==> src/rtl/rate_divider.sv <==
module rate_divider #(
  parameter int CHAIN_W = 15
) (
  input  logic       clk,
  input  logic       rst_n,
  input  logic       tick_en,
  input  logic [3:0] rate_sel,
  input  logic [2:0] base_sel,
  input  logic       sq_en,
  output logic       per_strobe,
  output logic       sec_tick,
  output logic       sq_out
);
  localparam int TAP_OFS = CHAIN_W - 13;

  logic [CHAIN_W-1:0] cnt;
  logic [3:0]         eff;
  logic [3:0]         tap;
  logic [CHAIN_W-1:0] lo_mask;
  logic [CHAIN_W-1:0] win;
  logic               hold, active, tap_rise, sec_rise;

  assign hold     = base_sel[2] & base_sel[1];
  assign active   = rate_sel != 4'd0;
  assign eff      = (rate_sel < 4'd3) ? rate_sel + 4'd7 : rate_sel;
  assign tap      = eff - 4'(TAP_OFS);
  assign lo_mask  = (CHAIN_W'(1) << tap) - CHAIN_W'(1);
  assign win      = {lo_mask[CHAIN_W-2:0], 1'b1};
  assign tap_rise = tick_en && ((cnt & win) == lo_mask);
  assign sec_rise = tick_en && (cnt == {1'b0, {(CHAIN_W-1){1'b1}}});
  assign sq_out   = sq_en && active && cnt[tap];

  always_ff @(posedge clk or negedge rst_n) begin
    if (!rst_n) begin
      cnt        <= '0;
      per_strobe <= 1'b0;
      sec_tick   <= 1'b0;
    end else if (hold) begin
      cnt        <= '0;
      per_strobe <= 1'b0;
      sec_tick   <= 1'b0;
    end else begin
      if (tick_en) cnt <= cnt + CHAIN_W'(1);
      per_strobe <= active && tap_rise;
      sec_tick   <= sec_rise;
    end
  end
endmodule

==> config.mk <==
export PLATFORM = sky130hd
export DESIGN_NAME = rate_divider
export DESIGN_NICKNAME = d
export VERILOG_FILES = /design/src/rtl/rate_divider.sv
export SDC_FILE = /design/constraint.sdc
export NUM_CORES = 1
export LEC_CHECK = 0
export BUFFER_PORTS_ARGS = -buffer_cell sky130_fd_sc_hd__buf_2
export CORE_MARGIN = 2
export CORE_UTILIZATION = 40
export CTS_BUF_LIST = sky130_fd_sc_hd__clkbuf_8
export CTS_CLUSTER_SIZE = 24
export DETAILED_ROUTE_END_ITERATION = 8
export GPL_ROUTABILITY_DRIVEN = 1
export GPL_TIMING_DRIVEN = 1
export SYNTH_ARGS = -nofsm -noshare
export SYNTH_HDL_FRONTEND = slang
export SYNTH_SLANG_ARGS = --single-unit
==> constraint.sdc <==
create_clock -name clk -period 3.7 [get_ports clk]
set_input_delay 0.37 -clock clk [delete_from_list [all_inputs] [get_ports clk]]
set_output_delay 0.37 -clock clk [all_outputs]
set_load 0.02 [all_outputs]
==> impl_metrics.env, run 1 <==
export IMPL_ys_warn_count=0
export IMPL_ctsResizeCount=0
export IMPL_path_clk_slew_ps=70
export IMPL_setup_viol=0
export IMPL_p_leak_nw=1.02
export IMPL_irDropWorstVdd_v=0.000230
export IMPL_relSlewSlack=0.444
export IMPL_yosysTopAreaCell="dfrtp_1"
export IMPL_end_kind="register"
export IMPL_worstPathArrival_ps=3360
export IMPL_path_class="in2reg"
export IMPL_r2r_slack_ps=2110
export IMPL_ios=14
export IMPL_synth_flop_cell="dfrtp_1"
export IMPL_cts_buffer_depth=2
export IMPL_dp_worst_setup_slack_ps=232
export IMPL_seq_area_frac_synth=0.191
export IMPL_cts_sinks=17
export IMPL_drv_slew=0
export IMPL_worst_slew_pin_slew_ps=828
export IMPL_tns_ps=0
export IMPL_cts_buffers=3
export IMPL_syn_nets=303
export IMPL_finalHoldViolations=0
export IMPL_diodes=0
export IMPL_seqCellArea_um2=425
export IMPL_most_common_layout_cells="nor2_1, nand2_1, dfrtp_1, buf_4"
export IMPL_layout_setup_ws_ps=499
export IMPL_r2r_start="cnt[0]"
export IMPL_ff2ff_path_depth=6
export IMPL_post_cts_buffers=0
export IMPL_ys_top_cells_by_area="dfrtp_1, xor2_1, nor2_1"
export IMPL_fin_skew_ps=1.25
export IMPL_cap_violations=0
export IMPL_drt_wl_total_um=5650
export IMPL_drcViolationCount=0
export IMPL_port_buffers=12
export IMPL_antenna_found_initial=0
export IMPL_timing_final_crit_period_ps=3200
export IMPL_cts_root_buf="clkbuf_8"
export IMPL_wl_per_cell_um=15.2
export IMPL_grt_max_degree=24
export IMPL_fmax_mhz=312
export IMPL_final_util=0.463
export IMPL_cts_hold_buf=0
export IMPL_synth_area_um2=2230
export IMPL_ant_nets=0
export IMPL_die_y_um=78.7
export IMPL_synthCells=286
export IMPL_drt_first_iter_violations=195
export IMPL_outcome="completed"
export IMPL_yosysTopAreaCellShare=0.191
export IMPL_dp_hpwl_um=4270
export IMPL_grt_ovfl_total=0
export IMPL_htreeDepth=1
export IMPL_synth_edf_count=0
export IMPL_first_pass_iters=4
export IMPL_layout_commonest_cell="nor2_1"
export IMPL_cts_tree="built"
export IMPL_synthArstFlopShare=1.00
export IMPL_synth_seq_cells=17
export IMPL_finalPower_mw=0.688
export IMPL_multi_input_area_um2=1740
export IMPL_start_util=0.410
export IMPL_worstPathRequired_ps=3860
export IMPL_place_congestion=0.855
export IMPL_r2r_end="cnt[12]"
export IMPL_crit_fanout=9
export IMPL_via_per_inst=5.75
export IMPL_power_density_nw_per_um2=273
export IMPL_grt_pass1_vias=1957
export IMPL_nets=317
export IMPL_die_x_um=78.7
export IMPL_fin_crit_sh=0.865
export IMPL_worstSkewPairLatency_ps=260
export IMPL_avgSynthCellArea_um2=7.80
export IMPL_synthToLayoutAreaGrowth_pct=13.0
export IMPL_coreArea_um2=5440
export IMPL_grt_use_total=0.192
export IMPL_rsz0062_at_grt="false"
export IMPL_grt_pass1_wl_um=9490
export IMPL_hold_path_class="in2async"
export IMPL_std_cell_rows=27
export IMPL_synthDistinctLibCells=71
export IMPL_drive_gt1_frac=0.201
export IMPL_fillers=540
export IMPL_cp_start_kind="primary input"
export IMPL_vias=2133
export IMPL_hold_ws_ps=26.0
export IMPL_dieArea_um2=6190
[cell usage after synthesis (6+ instances only)]
library cell and count:
a21oi_1 16, and3_1 6, clkbuf_1 9, dfrtp_1 17, ha_1 6, mux2i_1 11
nand2_1 30, nand3_1 7, nand4_1 7, nor2_1 36, o21ai_0 14, xnor2_1 9
xor2_1 16
[cell type report]
class,count,area share
multi-input combinational,244,0.692
sequential,17,0.169
timing repair buffer,29,0.0745
tap,72,0.0357
clock buffer,3,0.0164
inverter,5,0.0104
clock inverter,1,0.00199
[state kept, by name, summed over array words and instances (netlist names)]
register	count
sec_tick	1
per_strobe	1
cnt	15
[cells by family after synthesis]
kind of cell,count (synthesis),share of synthesized area
xor+xnor,27,0.113
fa+ha+maj,6,0.0337
mux,15,0.0695
simple gates,118,0.279
compound gates,78,0.254
flops,17,0.191
buf+inv,25,0.0600
[worst max path at each step]
stage | endpoint | from | cells after the start | slack (ps)
global route | per_strobe | rate_sel[0] | 17 | 290
detailed placement | per_strobe | rate_sel[0] | 16 | 230
global placement | per_strobe | rate_sel[0] | 16 | 260
finish | per_strobe | rate_sel[0] | 16 | 500
CTS | sq_out | rate_sel[0] | 12 | 480
floorplan | per_strobe | rate_sel[0] | 18 | 1
[per-stage QoR]
step	cell area (um2)	cells
final	2520	371
after global routing	2520	371
after CTS	2520	371
after detailed placement	2470	367
after global placement	2470	367
after floorplan	2340	286
[worst max-delay path: stages]
cell and delay, ps:
buf_2 130, clkinv_4 100, ha_4 260, nor4_4 380
nor2_4 90, ha_4 200, xor2_4 210, nand2_1 100
ha_1 230, inv_2 90, nand3_1 80, o22a_1 240
a21oi_1 120, a21boi_0 100, a2111o_1 420, nor4b_2 230
[metal layers]
layer,global-route usage,vias to the layer above,part of all wire
met1,0.275,983,0.47
met5,0,-,0
li1,-,1084,-
met3,0.00690,9,0.042
met4,0.0789,0,0.020
met2,0.303,57,0.46
[report_power, final]
part	switching [mW]	internal, mW
registers	0.0215	0.200
logic	0.184	0.142
clock network	0.0667	0.0749
(Power assumes the default switching activity.)
==> run 2: changes to the inputs <==
Settings changed: CORE_MARGIN 2 to 1, REMOVE_ABC_BUFFERS set to 1.
==> run 2 against run 1 <==
Net effect: critical path depth is 1 higher; wire length is 2.0% higher; register-to-register slack hardly changed; clock skew is 6.1 ps higher; first-iteration DRC count is 10% higher; die area is 5.0% lower; global-route usage is 1.6 points higher; combinational power hardly changed; cell area is 0.70% lower; via count is 3.0% higher; highest routed layer unchanged.
==> impl_metrics.env, run 2 (synthesized netlist as in run 1, its figures left out) <==
export IMPL_cp_start_kind="primary input"
export IMPL_nets=324
export IMPL_ant_nets=0
export IMPL_die_y_um=76.7
export IMPL_finalPower_mw=0.690
export IMPL_std_cell_rows=26
export IMPL_grt_use_total=0.208
export IMPL_synthToLayoutAreaGrowth_pct=12.2
export IMPL_worst_slew_pin_slew_ps=613
export IMPL_port_buffers=12
export IMPL_fin_skew_ps=7.39
export IMPL_timing_final_crit_period_ps=3290
export IMPL_antenna_found_initial=0
export IMPL_r2r_start="cnt[1]"
export IMPL_fmax_mhz=304
export IMPL_cts_root_buf="clkbuf_8"
export IMPL_hold_path_class="in2async"
export IMPL_p_leak_nw=1.06
export IMPL_grt_max_degree=21
export IMPL_swShare=0.393
export IMPL_drt_wl_total_um=5770
export IMPL_cts_sinks=17
export IMPL_top_regs="cnt (15), per_strobe (1), sec_tick (1)"
export IMPL_dieArea_um2=5880
export IMPL_place_area_um2=2460
export IMPL_largest_register_ffs=15
export IMPL_r2r_slack_ps=2110
export IMPL_drt_first_iter_violations=215
export IMPL_finalHoldViolations=0
export IMPL_vias=2196
export IMPL_coreArea_um2=5240
export IMPL_via_per_inst=5.84
export IMPL_grt_ovfl_total=0
export IMPL_first_pass_iters=4
export IMPL_path_class="in2reg"
export IMPL_post_cts_buffers=0
export IMPL_worstPathRequired_ps=3870
export IMPL_combPwrFrac=0.475
export IMPL_cap_violations=0
export IMPL_most_common_layout_cells="nor2_1, nand2_1, buf_4"
export IMPL_final_area_um2=2500
export IMPL_outcome="completed"
export IMPL_cts_buffer_depth=2
export IMPL_place_congestion=0.879
export IMPL_clockPowerShare=0.205
export IMPL_start_util=0.426
export IMPL_power_density_nw_per_um2=276
export IMPL_cts_tree="built"
export IMPL_drive_gt1_frac=0.193
export IMPL_cts_hold_buf=0
export IMPL_worstPathArrival_ps=3450
export IMPL_relSlewSlack=0.591
export IMPL_seqPwrFrac=0.320
export IMPL_ios=14
export IMPL_setup_viol=0
export IMPL_end_kind="register"
export IMPL_wl_per_cell_um=15.3
export IMPL_layout_commonest_cell="nor2_1"
export IMPL_worstSkewPairLatency_ps=260
export IMPL_largest_register="cnt"
export IMPL_htreeDepth=1
export IMPL_ff2ff_path_depth=6
export IMPL_cts_buffers=3
export IMPL_fin_crit_sh=0.888
export IMPL_r2r_end="per_strobe"
export IMPL_drv_slew=0
export IMPL_crit_fanout=5
export IMPL_intPower_mw=0.419
export IMPL_path_clk_slew_ps=70
export IMPL_die_x_um=76.7
export IMPL_dp_hpwl_um=4370
export IMPL_drcViolationCount=0
export IMPL_rsz0062_at_grt="false"
export IMPL_diodes=0
export IMPL_power_switching_mw=0.271
export IMPL_grt_pass1_vias=2064
export IMPL_irDropWorstVdd_v=0.000304
export IMPL_grt_pass1_wl_um=9980
export IMPL_ctsResizeCount=0
[run 2: changes by cell type in the layout (fill, tap and decap cells not counted), moves of 2 or more]
cell    previous run  this run
buf_4             17        23
ha_1               4         6
ha_4               2         0
inv_1              2         4
nor2_1            34        36
[run 2: worst max-delay path by stage]
stage                            from  slack (ps)    endpoint
final                     rate_sel[1]         410  per_strobe
after global routing      rate_sel[1]          80  per_strobe
after CTS                 rate_sel[1]         390  per_strobe
after detailed placement  rate_sel[1]         140  per_strobe
after global placement    rate_sel[1]         170  per_strobe
after floorplan           rate_sel[0]        -710  per_strobe
[run 2: power groups by stage]
stage                     Combinational, mW  Clock (mW)  Sequential, mW
after detailed placement              0.325           0           0.224
after global routing                  0.364       0.154           0.225
after global placement                0.321           0           0.225
final                                 0.327       0.141           0.221
after CTS                             0.326       0.144           0.221
after floorplan                       0.220           0           0.219
[run 2: critical path: stages]
cell,delay (ps)
buf_2,110
inv_1,140
ha_1,270
nor4_1,280
nor2_1,110
ha_1,280
xnor2_2,170
a21oi_1,120
nand2_1,70
ha_1,190
inv_1,140
nand3_1,120
o22a_1,240
a21oi_1,110
a21boi_0,90
a2111o_1,430
nor4b_2,220
[run 2: routing by layer]
metal,wire length [um],vias to the layer above,track usage,part of all wire
li1,-,1086,-,-
met1,2860,1058,0.308,0.50
met2,2600,48,0.319,0.45
met3,264,4,0.0393,0.046
met4,45,0,0.0269,0.0078
met5,0,-,0,0
[run 2: area by class of cell]
type / instances / area (um2)
flip-flops and latches: 17 / 425
repair buffers: 36 / 253
fillers: 520 / 2740
clock buffers: 3 / 41.3
inverters: 5 / 18.8
well taps: 70 / 87.6
multi-input cells: 244 / 1670
clock inverters: 1 / 5.00
[run 2: through the flow]
step / setup TNS, ps / hold WS [ps] / cells / setup slack [ps] / utilization
6_report: 0 / 28.0 / 376 / 414 / 0.478
5_1_grt: 0 / 59.8 / 376 / 80.1 / 0.478
4_1_cts: 0 / 42.6 / 376 / 395 / 0.478
3_5_place_dp: 0 / 324 / 372 / 139 / 0.469
3_3_place_gp: 0 / 309 / 372 / 170 / 0.469
2_1_floorplan: -711 / 74.4 / 266 / -711 / -
==> run 3: changes to the inputs <==
Settings changed: ABC_AREA set to 1, CORE_ASPECT_RATIO set to 0.75.
==> run 3 against run 2 <==
Net effect: synthesized cell count up 25%; sequential power down 9.0%; setup slack better by 190 ps; clock-buffer cell count unchanged; sequential share of layout area up 1.9 points; cell count up 14%; critical path depth up 5; wire length down 2.7%; fmax up 6.1%; power down 12%; clock power about the same; register-to-register slack worse by 280 ps.
==> impl_metrics.env, run 3 <==
export IMPL_rsz0062_at_grt="false"
export IMPL_diodes=0
export IMPL_top_layer="met4"
export IMPL_drt_wl_total_um=5610
export IMPL_die_x_um=85.5
export IMPL_die_y_um=64.7
export IMPL_avgSynthCellArea_um2=5.86
export IMPL_worstPathRequired_ps=3880
export IMPL_r2r_slack_ps=1830
export IMPL_cts_buffers=3
export IMPL_synthDistinctLibCells=33
export IMPL_yosysTopAreaCellShare=0.203
export IMPL_drcViolationCount=0
export IMPL_std_cell_rows=22
export IMPL_ff2ff_path_depth=10
export IMPL_grt_pass1_wl_um=9560
export IMPL_p_leak_nw=1.22
export IMPL_relSlewSlack=0.707
export IMPL_synth_edf_count=0
export IMPL_irDropWorstVdd_v=0.000161
export IMPL_final_area_um2=2250
export IMPL_ys_top_cells_by_area="dfrtp_1, nand2_1, nand3_1"
export IMPL_wl_met1_um=3060
export IMPL_antenna_found_initial=0
export IMPL_synthCells=357
export IMPL_drt_first_iter_violations=169
export IMPL_end_kind="register"
export IMPL_port_buffers=12
export IMPL_grt_use_total=0.219
export IMPL_wl_met2_um=2200
export IMPL_vias=2277
export IMPL_cts_hold_buf=0
export IMPL_layout_commonest_cell="nand2_1"
export IMPL_start_util=0.422
export IMPL_nets=387
export IMPL_seq_area_frac_synth=0.203
export IMPL_setup_viol=0
export IMPL_place_area_um2=2200
export IMPL_cts_sinks=17
export IMPL_power_density_nw_per_um2=270
export IMPL_path_class="in2reg"
export IMPL_fin_skew_ps=4.69
export IMPL_cts_root_buf="clkbuf_8"
export IMPL_finalPower_mw=0.608
export IMPL_cap_violations=0
export IMPL_cts_buffer_depth=2
export IMPL_worstSkewPairLatency_ps=260
export IMPL_yosysTopAreaCell="dfrtp_1"
export IMPL_first_pass_iters=7
export IMPL_worst_slew_pin_slew_ps=438
export IMPL_synth_most_common_cell="nand2_1"
export IMPL_synth_flop_cell="dfrtp_1"
export IMPL_timing_final_crit_period_ps=3100
export IMPL_path_clk_slew_ps=70
export IMPL_fmax_mhz=323
export IMPL_crit_fanout=16
export IMPL_cts_tree="built"
export IMPL_dieArea_um2=5530
export IMPL_post_cts_buffers=0
export IMPL_hold_path_class="in2async"
export IMPL_ios=14
export IMPL_largest_register="cnt"
export IMPL_most_common_layout_cells="nand2_1, inv_1, nand3_1"
export IMPL_htreeDepth=1
export IMPL_synth_top_cells_by_count="nand2_1, inv_1, nand3_1"
export IMPL_ys_warn_count=0
export IMPL_drv_slew=0
export IMPL_largest_register_ffs=15
export IMPL_dp_hpwl_um=4510
export IMPL_top_regs="cnt (15), per_strobe (1), sec_tick (1)"
export IMPL_tns_ps=0
export IMPL_wl_per_cell_um=13.1
export IMPL_ant_nets=0
export IMPL_drive_gt1_frac=0.138
export IMPL_grt_max_degree=18
export IMPL_worstPathArrival_ps=3280
export IMPL_synthArstFlopShare=1.00
export IMPL_place_congestion=0.933
export IMPL_outcome="completed"
export IMPL_grt_pass1_vias=1926
export IMPL_finalHoldViolations=0
export IMPL_synthToLayoutAreaGrowth_pct=7.47
export IMPL_wl_met3_um=332
export IMPL_cp_start_kind="primary input"
export IMPL_ctsResizeCount=0
export IMPL_coreArea_um2=4950
export IMPL_synth_seq_cells=17
export IMPL_grt_ovfl_total=0
export IMPL_via_per_inst=5.31
export IMPL_synth_area_um2=2090
export IMPL_fin_crit_sh=0.837
## run 3: cell count changes in the layout (fill, tap and decap cells not counted), sizes merged, moves of 5 or more
cell	change
xor2	-16
nand3	+43
buf	-24
mux2i	-11
and3	-6
nor3	+6
a211oi	-5
xnor2	-10
nand2	+98
inv	+46
## run 3: final cells by class
class	instances	area (um2)
clock buffer	3	41.3
clock inverter	1	3.75
fill	554	2710
inverter	49	184
multi-input combinational	287	1460
sequential	17	425
tap	60	75.1
timing repair buffer	12	60.1
## run 3: power by group
| part | internal [mW] | switching, mW |
|---|---|---|
| Clock | 0.0738 | 0.0647 |
| Combinational | 0.0860 | 0.182 |
| Sequential | 0.192 | 0.00906 |
## run 3: final timing paths
| path | start | to |
|---|---|---|
| min in group clk | tick_en | cnt[1] |
| worst max register to register | cnt[1] | cnt[10] |
| worst min register to register | cnt[0] | cnt[0] |
| worst min-delay path | rst_n | sec_tick |
| worst max-delay path | rate_sel[0] | per_strobe |
| max in group asynchronous | rst_n | cnt[7] |
## run 3: layer usage
| metal | up-vias | track usage |
|---|---|---|
| met5 | - | 0 |
| met4 | 0 | 0.0125 |
| met3 | 2 | 0.0344 |
| met2 | 75 | 0.312 |
| met1 | 1014 | 0.353 |
| li1 | 1186 | - |
## run 3: metrics by stage
stage	std cells	hold slack (ps)	setup slack, ps	util
floorplan	353	74.4	982	-
global placement	425	319	450	0.445
finish	429	29.7	604	0.454
CTS	429	40.5	639	0.454
detailed placement	425	321	373	0.445
global route	429	53.8	269	0.454
## run 3: critical path: stages
cell and delay [ps]:
buf_2 120, ha_1 210, inv_1 210, nand2_4 120
nand2_2 80, nand2_2 110, ha_1 240, inv_1 90
nand2_2 70, nand2_4 180, nand2_1 150, ha_1 280
nand3b_1 190, nand2_1 120, nand2_1 60, nand2_1 50
nand3b_1 80, nor2_1 140, nand3_1 120, nor2_1 100
nand2_1 60, nor2_1 100
## run 3: cells by family after synthesis
logic type / share of synthesized area
and+or+nand+nor: 0.548
buffers and inverters: 0.0992
AOI/OAI and AO/OA: 0.110
DFF: 0.203
adders and majority gates: 0.0359
xor gates and xnor gates: 0.00418
